### src/rtl/snapreg_pkg.sv
`timescale 1ns/1ps
package snapreg_pkg;

    typedef enum logic [1:0] {
        ST_IDLE  = 2'd0,
        ST_WRITE = 2'd1,
        ST_READ  = 2'd2
    } txn_state_e;

endpackage

### src/rtl/snapreg_ctrl.sv
`timescale 1ns/1ps
module snapreg_ctrl
    import snapreg_pkg::*;
(
    input  logic       clk,
    input  logic       rst_n,
    input  logic       start,
    input  logic       rd_flag,
    input  logic       stop,
    input  logic       addr_vld,
    input  logic       wr_vld,
    input  logic       rd_req,
    output txn_state_e state,
    output logic       capture,
    output logic       load,
    output logic       do_wr,
    output logic       do_rd,
    output logic       adv
);

    txn_state_e state_q;
    txn_state_e state_d;
    logic       quiet;

    // state register
    always_ff @(posedge clk or negedge rst_n) begin
        if (!rst_n) begin
            state_q <= ST_IDLE;
        end else begin
            state_q <= state_d;
        end
    end

    // next-state decision: a start always wins, a stop closes any open transaction
    always_comb begin
        state_d = state_q;
        unique case (state_q)
            ST_IDLE: begin
                if (start) begin
                    state_d = rd_flag ? ST_READ : ST_WRITE;
                end
            end
            ST_WRITE, ST_READ: begin
                if (start) begin
                    state_d = rd_flag ? ST_READ : ST_WRITE;
                end else if (stop) begin
                    state_d = ST_IDLE;
                end
            end
            default: state_d = ST_IDLE;
        endcase
    end

    // per-cycle actions from the current state
    always_comb begin
        quiet   = !start && !stop;
        capture = start && rd_flag;
        load    = 1'b0;
        do_wr   = 1'b0;
        do_rd   = 1'b0;
        unique case (state_q)
            ST_IDLE: begin
                load = 1'b0;
            end
            ST_WRITE: begin
                load  = quiet && addr_vld;
                do_wr = quiet && !addr_vld && wr_vld;
            end
            ST_READ: begin
                load  = quiet && addr_vld;
                do_rd = quiet && !addr_vld && rd_req;
            end
            default: begin
                load = 1'b0;
            end
        endcase
        adv = do_wr || do_rd;
    end

    assign state = state_q;

endmodule

### src/rtl/snapreg_ptr.sv
`timescale 1ns/1ps
module snapreg_ptr #(
    parameter int AW   = 8,
    parameter int LAST = 8'h37
) (
    input  logic          clk,
    input  logic          rst_n,
    input  logic          load,
    input  logic [AW-1:0] load_addr,
    input  logic          adv,
    output logic [AW-1:0] ptr
);

    localparam logic [AW-1:0] LAST_A = AW'(LAST);

    logic [AW-1:0] ptr_q;

    always_ff @(posedge clk or negedge rst_n) begin
        if (!rst_n) begin
            ptr_q <= '0;
        end else if (load) begin
            ptr_q <= load_addr;
        end else if (adv) begin
            // the last mapped address and everything above it fold back to zero
            ptr_q <= (ptr_q >= LAST_A) ? '0 : ptr_q + 1'b1;
        end
    end

    assign ptr = ptr_q;

endmodule

### src/rtl/snapreg_store.sv
`timescale 1ns/1ps
module snapreg_store #(
    parameter int AW       = 8,
    parameter int DW       = 8,
    parameter int BASE     = 8,
    parameter int N        = 48,
    parameter int CTRL_A   = 8'h0C,
    parameter int WEN_BIT  = 6,
    parameter int ALM_BASE = 8'h1D,
    parameter int ALM_N    = 12
) (
    input  logic                clk,
    input  logic                rst_n,
    input  logic                we,
    input  logic [AW-1:0]       waddr,
    input  logic [DW-1:0]       wdata,
    input  logic [AW-1:0]       raddr,
    output logic [DW-1:0]       rdata,
    output logic                wen_flag,
    output logic [ALM_N*DW-1:0] alm_flat
);

    localparam int CTRL_IDX = CTRL_A - BASE;
    localparam int ALM_IDX  = ALM_BASE - BASE;

    logic [DW-1:0] mem_q [N];

    for (genvar i = 0; i < N; i++) begin : g_byte
        localparam logic [AW-1:0] MY_A = AW'(BASE + i);
        always_ff @(posedge clk or negedge rst_n) begin
            if (!rst_n) begin
                mem_q[i] <= '0;
            end else if (we && (waddr == MY_A)) begin
                mem_q[i] <= wdata;
            end
        end
    end

    always_comb begin
        rdata = '0;
        for (int i = 0; i < N; i++) begin
            if (raddr == AW'(BASE + i)) begin
                rdata = mem_q[i];
            end
        end
    end

    for (genvar j = 0; j < ALM_N; j++) begin : g_alm
        assign alm_flat[j*DW +: DW] = mem_q[ALM_IDX + j];
    end

    assign wen_flag = mem_q[CTRL_IDX][WEN_BIT];

endmodule

### src/rtl/snapreg_shadow.sv
`timescale 1ns/1ps
module snapreg_shadow #(
    parameter int DW    = 8,
    parameter int CLK_N = 8,
    parameter int ALM_N = 12
) (
    input  logic                clk,
    input  logic                rst_n,
    input  logic                capture,
    input  logic [CLK_N*DW-1:0] live_clk,
    input  logic [ALM_N*DW-1:0] live_alm,
    output logic [CLK_N*DW-1:0] snap_clk,
    output logic [ALM_N*DW-1:0] snap_alm
);

    logic [CLK_N*DW-1:0] clk_q;
    logic [ALM_N*DW-1:0] alm_q;

    always_ff @(posedge clk or negedge rst_n) begin
        if (!rst_n) begin
            clk_q <= '0;
            alm_q <= '0;
        end else if (capture) begin
            clk_q <= live_clk;
            alm_q <= live_alm;
        end
    end

    assign snap_clk = clk_q;
    assign snap_alm = alm_q;

endmodule

### src/rtl/snapreg_bank.sv
`timescale 1ns/1ps
module snapreg_bank
    import snapreg_pkg::*;
#(
    parameter int  AW       = 8,
    parameter int  DW       = 8,
    parameter int  CLK_N    = 8,
    parameter int  ALM_BASE = 8'h1D,
    parameter int  ALM_N    = 12,
    parameter int  LAST     = 8'h37,
    parameter int  CTRL_A   = 8'h0C,
    parameter int  WEN_BIT  = 6,
    localparam int CLK_AW   = $clog2(CLK_N)
) (
    input  logic                clk,
    input  logic                rst_n,
    input  logic                bus_start,
    input  logic                bus_rd,
    input  logic                bus_addr_vld,
    input  logic [AW-1:0]       bus_addr,
    input  logic                bus_wr_vld,
    input  logic [DW-1:0]       bus_wr_data,
    input  logic                bus_rd_req,
    input  logic                bus_stop,
    input  logic [CLK_N*DW-1:0] live_time,
    output logic                rd_vld,
    output logic [DW-1:0]       rd_data,
    output logic                clk_ld_vld,
    output logic [CLK_AW-1:0]   clk_ld_addr,
    output logic [DW-1:0]       clk_ld_data
);

    localparam int            STORE_N = LAST - CLK_N + 1;
    localparam logic [AW-1:0] CLK_END = AW'(CLK_N);
    localparam logic [AW-1:0] LAST_A  = AW'(LAST);
    localparam logic [AW-1:0] ALM_LO  = AW'(ALM_BASE);
    localparam logic [AW-1:0] ALM_HI  = AW'(ALM_BASE + ALM_N - 1);

    txn_state_e            st_q;
    logic                  capture;
    logic                  load;
    logic                  do_wr;
    logic                  do_rd;
    logic                  adv;
    logic [AW-1:0]         ptr_q;
    logic                  in_clk;
    logic                  in_store;
    logic                  in_alm;
    logic                  store_we;
    logic [DW-1:0]         store_rdata;
    logic                  wen_flag;
    logic [ALM_N*DW-1:0]   alm_flat;
    logic [CLK_N*DW-1:0]   snap_clk;
    logic [ALM_N*DW-1:0]   snap_alm;
    logic [DW-1:0]         rd_byte;
    logic                  rd_vld_q;
    logic [DW-1:0]         rd_data_q;
    logic                  ld_vld_q;
    logic [CLK_AW-1:0]     ld_addr_q;
    logic [DW-1:0]         ld_data_q;

    snapreg_ctrl u_ctrl (
        .clk      (clk),
        .rst_n    (rst_n),
        .start    (bus_start),
        .rd_flag  (bus_rd),
        .stop     (bus_stop),
        .addr_vld (bus_addr_vld),
        .wr_vld   (bus_wr_vld),
        .rd_req   (bus_rd_req),
        .state    (st_q),
        .capture  (capture),
        .load     (load),
        .do_wr    (do_wr),
        .do_rd    (do_rd),
        .adv      (adv)
    );

    snapreg_ptr #(.AW(AW), .LAST(LAST)) u_ptr (
        .clk       (clk),
        .rst_n     (rst_n),
        .load      (load),
        .load_addr (bus_addr),
        .adv       (adv),
        .ptr       (ptr_q)
    );

    // address decode of the pointer
    assign in_clk   = (ptr_q < CLK_END);
    assign in_store = (ptr_q >= CLK_END) && (ptr_q <= LAST_A);
    assign in_alm   = (ptr_q >= ALM_LO) && (ptr_q <= ALM_HI);
    assign store_we = do_wr && in_store;

    snapreg_store #(
        .AW(AW), .DW(DW), .BASE(CLK_N), .N(STORE_N), .CTRL_A(CTRL_A),
        .WEN_BIT(WEN_BIT), .ALM_BASE(ALM_BASE), .ALM_N(ALM_N)
    ) u_store (
        .clk      (clk),
        .rst_n    (rst_n),
        .we       (store_we),
        .waddr    (ptr_q),
        .wdata    (bus_wr_data),
        .raddr    (ptr_q),
        .rdata    (store_rdata),
        .wen_flag (wen_flag),
        .alm_flat (alm_flat)
    );

    snapreg_shadow #(.DW(DW), .CLK_N(CLK_N), .ALM_N(ALM_N)) u_shadow (
        .clk      (clk),
        .rst_n    (rst_n),
        .capture  (capture),
        .live_clk (live_time),
        .live_alm (alm_flat),
        .snap_clk (snap_clk),
        .snap_alm (snap_alm)
    );

    // read source selection: snapshot for clock and alarm, store elsewhere, zero off the map
    always_comb begin
        rd_byte = '0;
        if (in_clk) begin
            for (int k = 0; k < CLK_N; k++) begin
                if (ptr_q == AW'(k)) begin
                    rd_byte = snap_clk[k*DW +: DW];
                end
            end
        end else if (in_alm) begin
            for (int k = 0; k < ALM_N; k++) begin
                if (ptr_q == AW'(ALM_BASE + k)) begin
                    rd_byte = snap_alm[k*DW +: DW];
                end
            end
        end else if (in_store) begin
            rd_byte = store_rdata;
        end
    end

    always_ff @(posedge clk or negedge rst_n) begin
        if (!rst_n) begin
            rd_vld_q  <= 1'b0;
            rd_data_q <= '0;
        end else begin
            rd_vld_q <= do_rd;
            if (do_rd) begin
                rd_data_q <= rd_byte;
            end
        end
    end

    // clock write path toward the counter block
    always_ff @(posedge clk or negedge rst_n) begin
        if (!rst_n) begin
            ld_vld_q  <= 1'b0;
            ld_addr_q <= '0;
            ld_data_q <= '0;
        end else begin
            ld_vld_q <= do_wr && in_clk && wen_flag;
            if (do_wr && in_clk) begin
                ld_addr_q <= ptr_q[CLK_AW-1:0];
                ld_data_q <= bus_wr_data;
            end
        end
    end

    assign rd_vld      = rd_vld_q;
    assign rd_data     = rd_data_q;
    assign clk_ld_vld  = ld_vld_q;
    assign clk_ld_addr = ld_addr_q;
    assign clk_ld_data = ld_data_q;

endmodule

### config.mk
export PLATFORM = sky130hd
export DESIGN_NAME = snapreg_bank
export DESIGN_NICKNAME = d
export VERILOG_FILES = /design/src/rtl/snapreg_pkg.sv /design/src/rtl/snapreg_ctrl.sv /design/src/rtl/snapreg_ptr.sv /design/src/rtl/snapreg_store.sv /design/src/rtl/snapreg_shadow.sv /design/src/rtl/snapreg_bank.sv
export SDC_FILE = /design/constraint.sdc
export NUM_CORES = 1
export LEC_CHECK = 0
export BUFFER_PORTS_ARGS = -buffer_cell sky130_fd_sc_hd__buf_2
export CORE_ASPECT_RATIO = 1.4
export CORE_UTILIZATION = 40
export DETAILED_ROUTE_END_ITERATION = 8
export PLACE_DENSITY_LB_ADDON = 0.1
export SKIP_CTS_REPAIR_TIMING = 1
export SYNTH_ARGS = -nofsm -noshare
export SYNTH_HDL_FRONTEND = slang
export SYNTH_SLANG_ARGS = --single-unit
### constraint.sdc
create_clock -name clk -period 2.57 [get_ports clk]
set_input_delay 0.1285 -clock clk [delete_from_list [all_inputs] [get_ports clk]]
set_output_delay 0.1285 -clock clk [all_outputs]
set_load 0.02 [all_outputs]
==> results.sh <==
export IMPL_max_freq_ghz=0.317
export IMPL_htreeDepth=2
export IMPL_grt_pass1_vias=24000
export IMPL_post_drt_via_cell_ratio=6.00
export IMPL_die_y_um=316
export IMPL_nFillCells=6101
export IMPL_yosysUniqueCellTypes=93
export IMPL_ff2ff_path_depth=12
export IMPL_crit_buf_inv=4
export IMPL_finalCriticalPeriod_ns=3.16
export IMPL_syn_area_mm2=0.0282
export IMPL_failed_checks="negative setup slack"
export IMPL_syn_to_final_growth_pct=33.3
export IMPL_avgSynthCellArea_um2=11.9
export IMPL_hold_path_class="primary input to flip-flop"
export IMPL_clock_root_buffer="clkbuf_16"
export IMPL_antenna_found_initial=0
export IMPL_synth_seq_cells=575
export IMPL_ant_nets=0
export IMPL_cts_tree="done"
export IMPL_final_critical_path_setup_slack_ns=-0.587
export IMPL_rrSetupSlack_ns=-0.59
export IMPL_end_kind="flip-flop"
export IMPL_synth_fa_ha_area_share_pct=0.399
export IMPL_grt_max_degree=96
export IMPL_min_from="bus_stop"
export IMPL_clockBufferDepth=3
export IMPL_synth_compound_area_share_pct=14.3
export IMPL_synth_warning_count=0
export IMPL_clk_pin_slew_worst_paths_ns=0.07
export IMPL_hold_end="u_ctrl.state[0]"
export IMPL_drt_iter0_markers=2044
export IMPL_cp_top_family="compound AO/OA/AOI/OAI gates"
export IMPL_chipWidth_um=226
export IMPL_port_buffers=108
export IMPL_initial_core_util_pct=40.6
export IMPL_setup_violations=16
export IMPL_core_area_mm2=0.0695
export IMPL_pin_count=109
export IMPL_outcome="finished, violations left"
export IMPL_yosysSeqAreaShare_pct=51.0
export IMPL_muxShareOfSynthArea_pct=22.2
export IMPL_finalPower_uw=32000
export IMPL_tritoncts_num_buffers=59
export IMPL_synth_xor_area_share_pct=0
export IMPL_avgRoutedWirePerCell_um=31.5
export IMPL_fin_cells=3978
export IMPL_finClkSkew_ns=0.0230
export IMPL_rsz0062_at_grt="true"
export IMPL_synthCells=2372
export IMPL_detailed_place_hpwl_um=91400
export IMPL_cp_max_fo=22
export IMPL_crit_type="flip-flop to flip-flop"
export IMPL_synth_fp_nets=2469
export IMPL_slew_headroom_pct=37.3
export IMPL_powerDensity_mw_per_mm2=851
export IMPL_die_area_mm2=0.0716
export IMPL_post_place_cells=3752
export IMPL_grt_total_usage_pct=34.6
export IMPL_yosys_area_share_simple_pct=8.66
export IMPL_async_reset_ff_share_pct=100
export IMPL_cp_required_ns=3.17
export IMPL_dr_pass1_iters=7
export IMPL_hold_viol=0
export IMPL_fp_row_count=114
export IMPL_holdPathStages=5
export IMPL_overflow=0
export IMPL_clock_latency_ns=0.66
export IMPL_critPathSlowestCell="dfrtp_4"
export IMPL_period_share_pct=123
export IMPL_clock_sinks=575
export IMPL_vias=23900
export IMPL_globalplace_congestion=0.984
export IMPL_drc=0
export IMPL_reg2reg_to="rd_data[7]"
export IMPL_synth_edf_count=0
export IMPL_drv_slew=0
export IMPL_path_cells="buf_12 > buf_4 > nor3b_2 > buf_6 > buf_4 > nand3_4 > a21oi_4 > a221oi_4 > o221ai_2 > o211ai_1 > o211ai_1 > o22a_1"
export IMPL_grt_pass1_wl_um=175000
export IMPL_ir_drop_mv=0.583
export IMPL_leakage_uw=0.0182
export IMPL_synth_flop_cell="dfrtp_1"
export IMPL_synth_top_family_by_area="multiplexers"
export IMPL_drive_gt1_share_pct=47.0
export IMPL_critPathMaxStageDelay_ns=0.57
export IMPL_tightest_slew_ns=0.940
export IMPL_wl_um=125000
export IMPL_post_route_util_pct=54.1
export IMPL_cp_start_kind="flip-flop"
export IMPL_nNetsFinal=3099
export IMPL_r2r_start="u_ptr.ptr[3]"
export IMPL_cp_arrival_ns=3.76
export IMPL_cap_violations=0
-- synth_stat cells, types with 7 or more instances --
| library cell | instances | area share [%] |
|---|---|---|
| a22oi_1 | 33 | 0.88 |
| a211oi_1 | 23 | 0.61 |
| buf_4 | 8 | 0.21 |
| o221ai_1 | 28 | 0.87 |
| nand2_1 | 131 | 1.7 |
| nand2_4 | 10 | 0.40 |
| a21oi_1 | 109 | 1.9 |
| o22ai_1 | 42 | 0.93 |
| nor2_1 | 88 | 1.2 |
| nand3_1 | 36 | 0.64 |
| o211ai_1 | 20 | 0.53 |
| mux2_2 | 493 | 20 |
| mux2_1 | 62 | 2.5 |
| ha_1 | 9 | 0.40 |
| nand2_2 | 7 | 0.16 |
| nor2b_1 | 16 | 0.35 |
| nor4_1 | 8 | 0.18 |
| a221oi_1 | 57 | 1.8 |
| o21ai_0 | 120 | 2.1 |
| a31oi_1 | 29 | 0.64 |
| buf_6 | 12 | 0.48 |
| and3b_1 | 8 | 0.25 |
| clkbuf_1 | 86 | 1.1 |
| buf_1 | 10 | 0.13 |
| nor3_1 | 37 | 0.66 |
| and3_1 | 16 | 0.35 |
| a221o_1 | 11 | 0.39 |
| dfrtp_1 | 575 | 51 |
| or3_1 | 8 | 0.18 |
| o31ai_1 | 11 | 0.29 |
| inv_1 | 19 | 0.25 |
| o2111ai_1 | 8 | 0.25 |
| a22o_1 | 12 | 0.37 |
| buf_2 | 72 | 1.3 |
| nand2b_1 | 9 | 0.20 |
-- sequential cells by signal, indices dropped and copies added, names as in the netlist --
name / cells
u_store.wen_flag: 1
clk_ld_addr: 3
u_shadow.snap_clk: 64
rd_vld: 1
clk_ld_vld: 1
u_ptr.ptr: 8
u_shadow.snap_alm: 96
rd_data: 8
u_store.mem_q: 287
clk_ld_data: 8
u_store.alm_flat: 96
u_ctrl.state: 2
-- routing by layer --
layer	track usage, %	vias up	share of wire [%]
met3	4.02	328	5.1
li1	-	10200	-
met1	43.0	12300	39
met5	0	-	0
met2	58.3	1013	49
met4	19.5	0	6.6
-- power by group --
| part | switching (µW) | internal, µW |
|---|---|---|
| Combinational | 7480 | 5590 |
| Clock | 3900 | 5340 |
| Sequential | 327 | 9380 |
| Total | 11700 | 20300 |
-- how the worst max path moves through the flow --
stage                            end  slack (ns)  depth (start not counted)          from
after floorplan           rd_data[6]       -0.02                         13  u_ptr.ptr[0]
after global placement    rd_data[4]       -1.28                         13  u_ptr.ptr[0]
after detailed placement  rd_data[4]       -1.13                         15  u_ptr.ptr[1]
after CTS                 rd_data[4]       -1.15                         15  u_ptr.ptr[1]
after global routing      rd_data[4]       -0.60                         14  u_ptr.ptr[1]
final                     rd_data[7]       -0.59                         12  u_ptr.ptr[3]
-- kinds of logic (layout without fill, tap and decap cells) --
logic type / Yosys count / in the layout
multiplexers: 555 / 555
adder cells (fa/ha/maj): 9 / 9
buffers and inverters: 207 / 884
other: 0 / 1
AO/OA/AOI/OAI: 586 / 586
flip-flops: 575 / 575
AND/OR/NAND/NOR: 440 / 440
-- final cells by class --
class / instances / area, µm² / share of cell area [%]
Clock inverter: 23 / 297 / 0.789
Multi-Input combinational cell: 1590 / 13500 / 35.8
Tap cell: 928 / 1160 / 3.09
Clock buffer: 85 / 1760 / 4.67
Timing Repair Buffer: 757 / 6460 / 17.2
Inverter: 19 / 78.8 / 0.210
Sequential cell: 575 / 14400 / 38.3
Antenna cell: 1 / 2.50 / 0.00665
-- worst min-delay path: stages --
cell and delay [ns]:
buf_2 0.11, inv_1 0.05, a21oi_1 0.08, nor2_1 0.18, a22o_1 0.18
-- layout by cell type, fill, tap and decap left out, drive strengths merged, types with 12 or more instances in the layout --
cell	instances
and3	16
dlygate4sd3	76
nor2b	16
o21ai	125
inv	19
a22oi	33
a211oi	23
mux2	555
nor2	98
buf	680
a221oi	59
o211ai	20
a21oi	111
nand3	39
o221ai	28
nand2	148
clkbuf	86
nor3	43
o22ai	42
clkinv	13
a31oi	29
dfrtp	575
a22o	12
-- per-stage QoR --
stage	setup TNS [ns]	worst slack, ns	area, µm²	hold WS (ns)
floorplan	-0.0171	-0.0171	28200	-0.167
global placement	-20.17	-1.28	33800	0.0445
detailed placement	-19.78	-1.13	33800	0.0420
CTS	-21.09	-1.15	35800	-0.661
global route	-5.65	-0.596	37600	0.0885
finish	-4.30	-0.587	37600	0.104
Power figures use the tool's default switching activity.
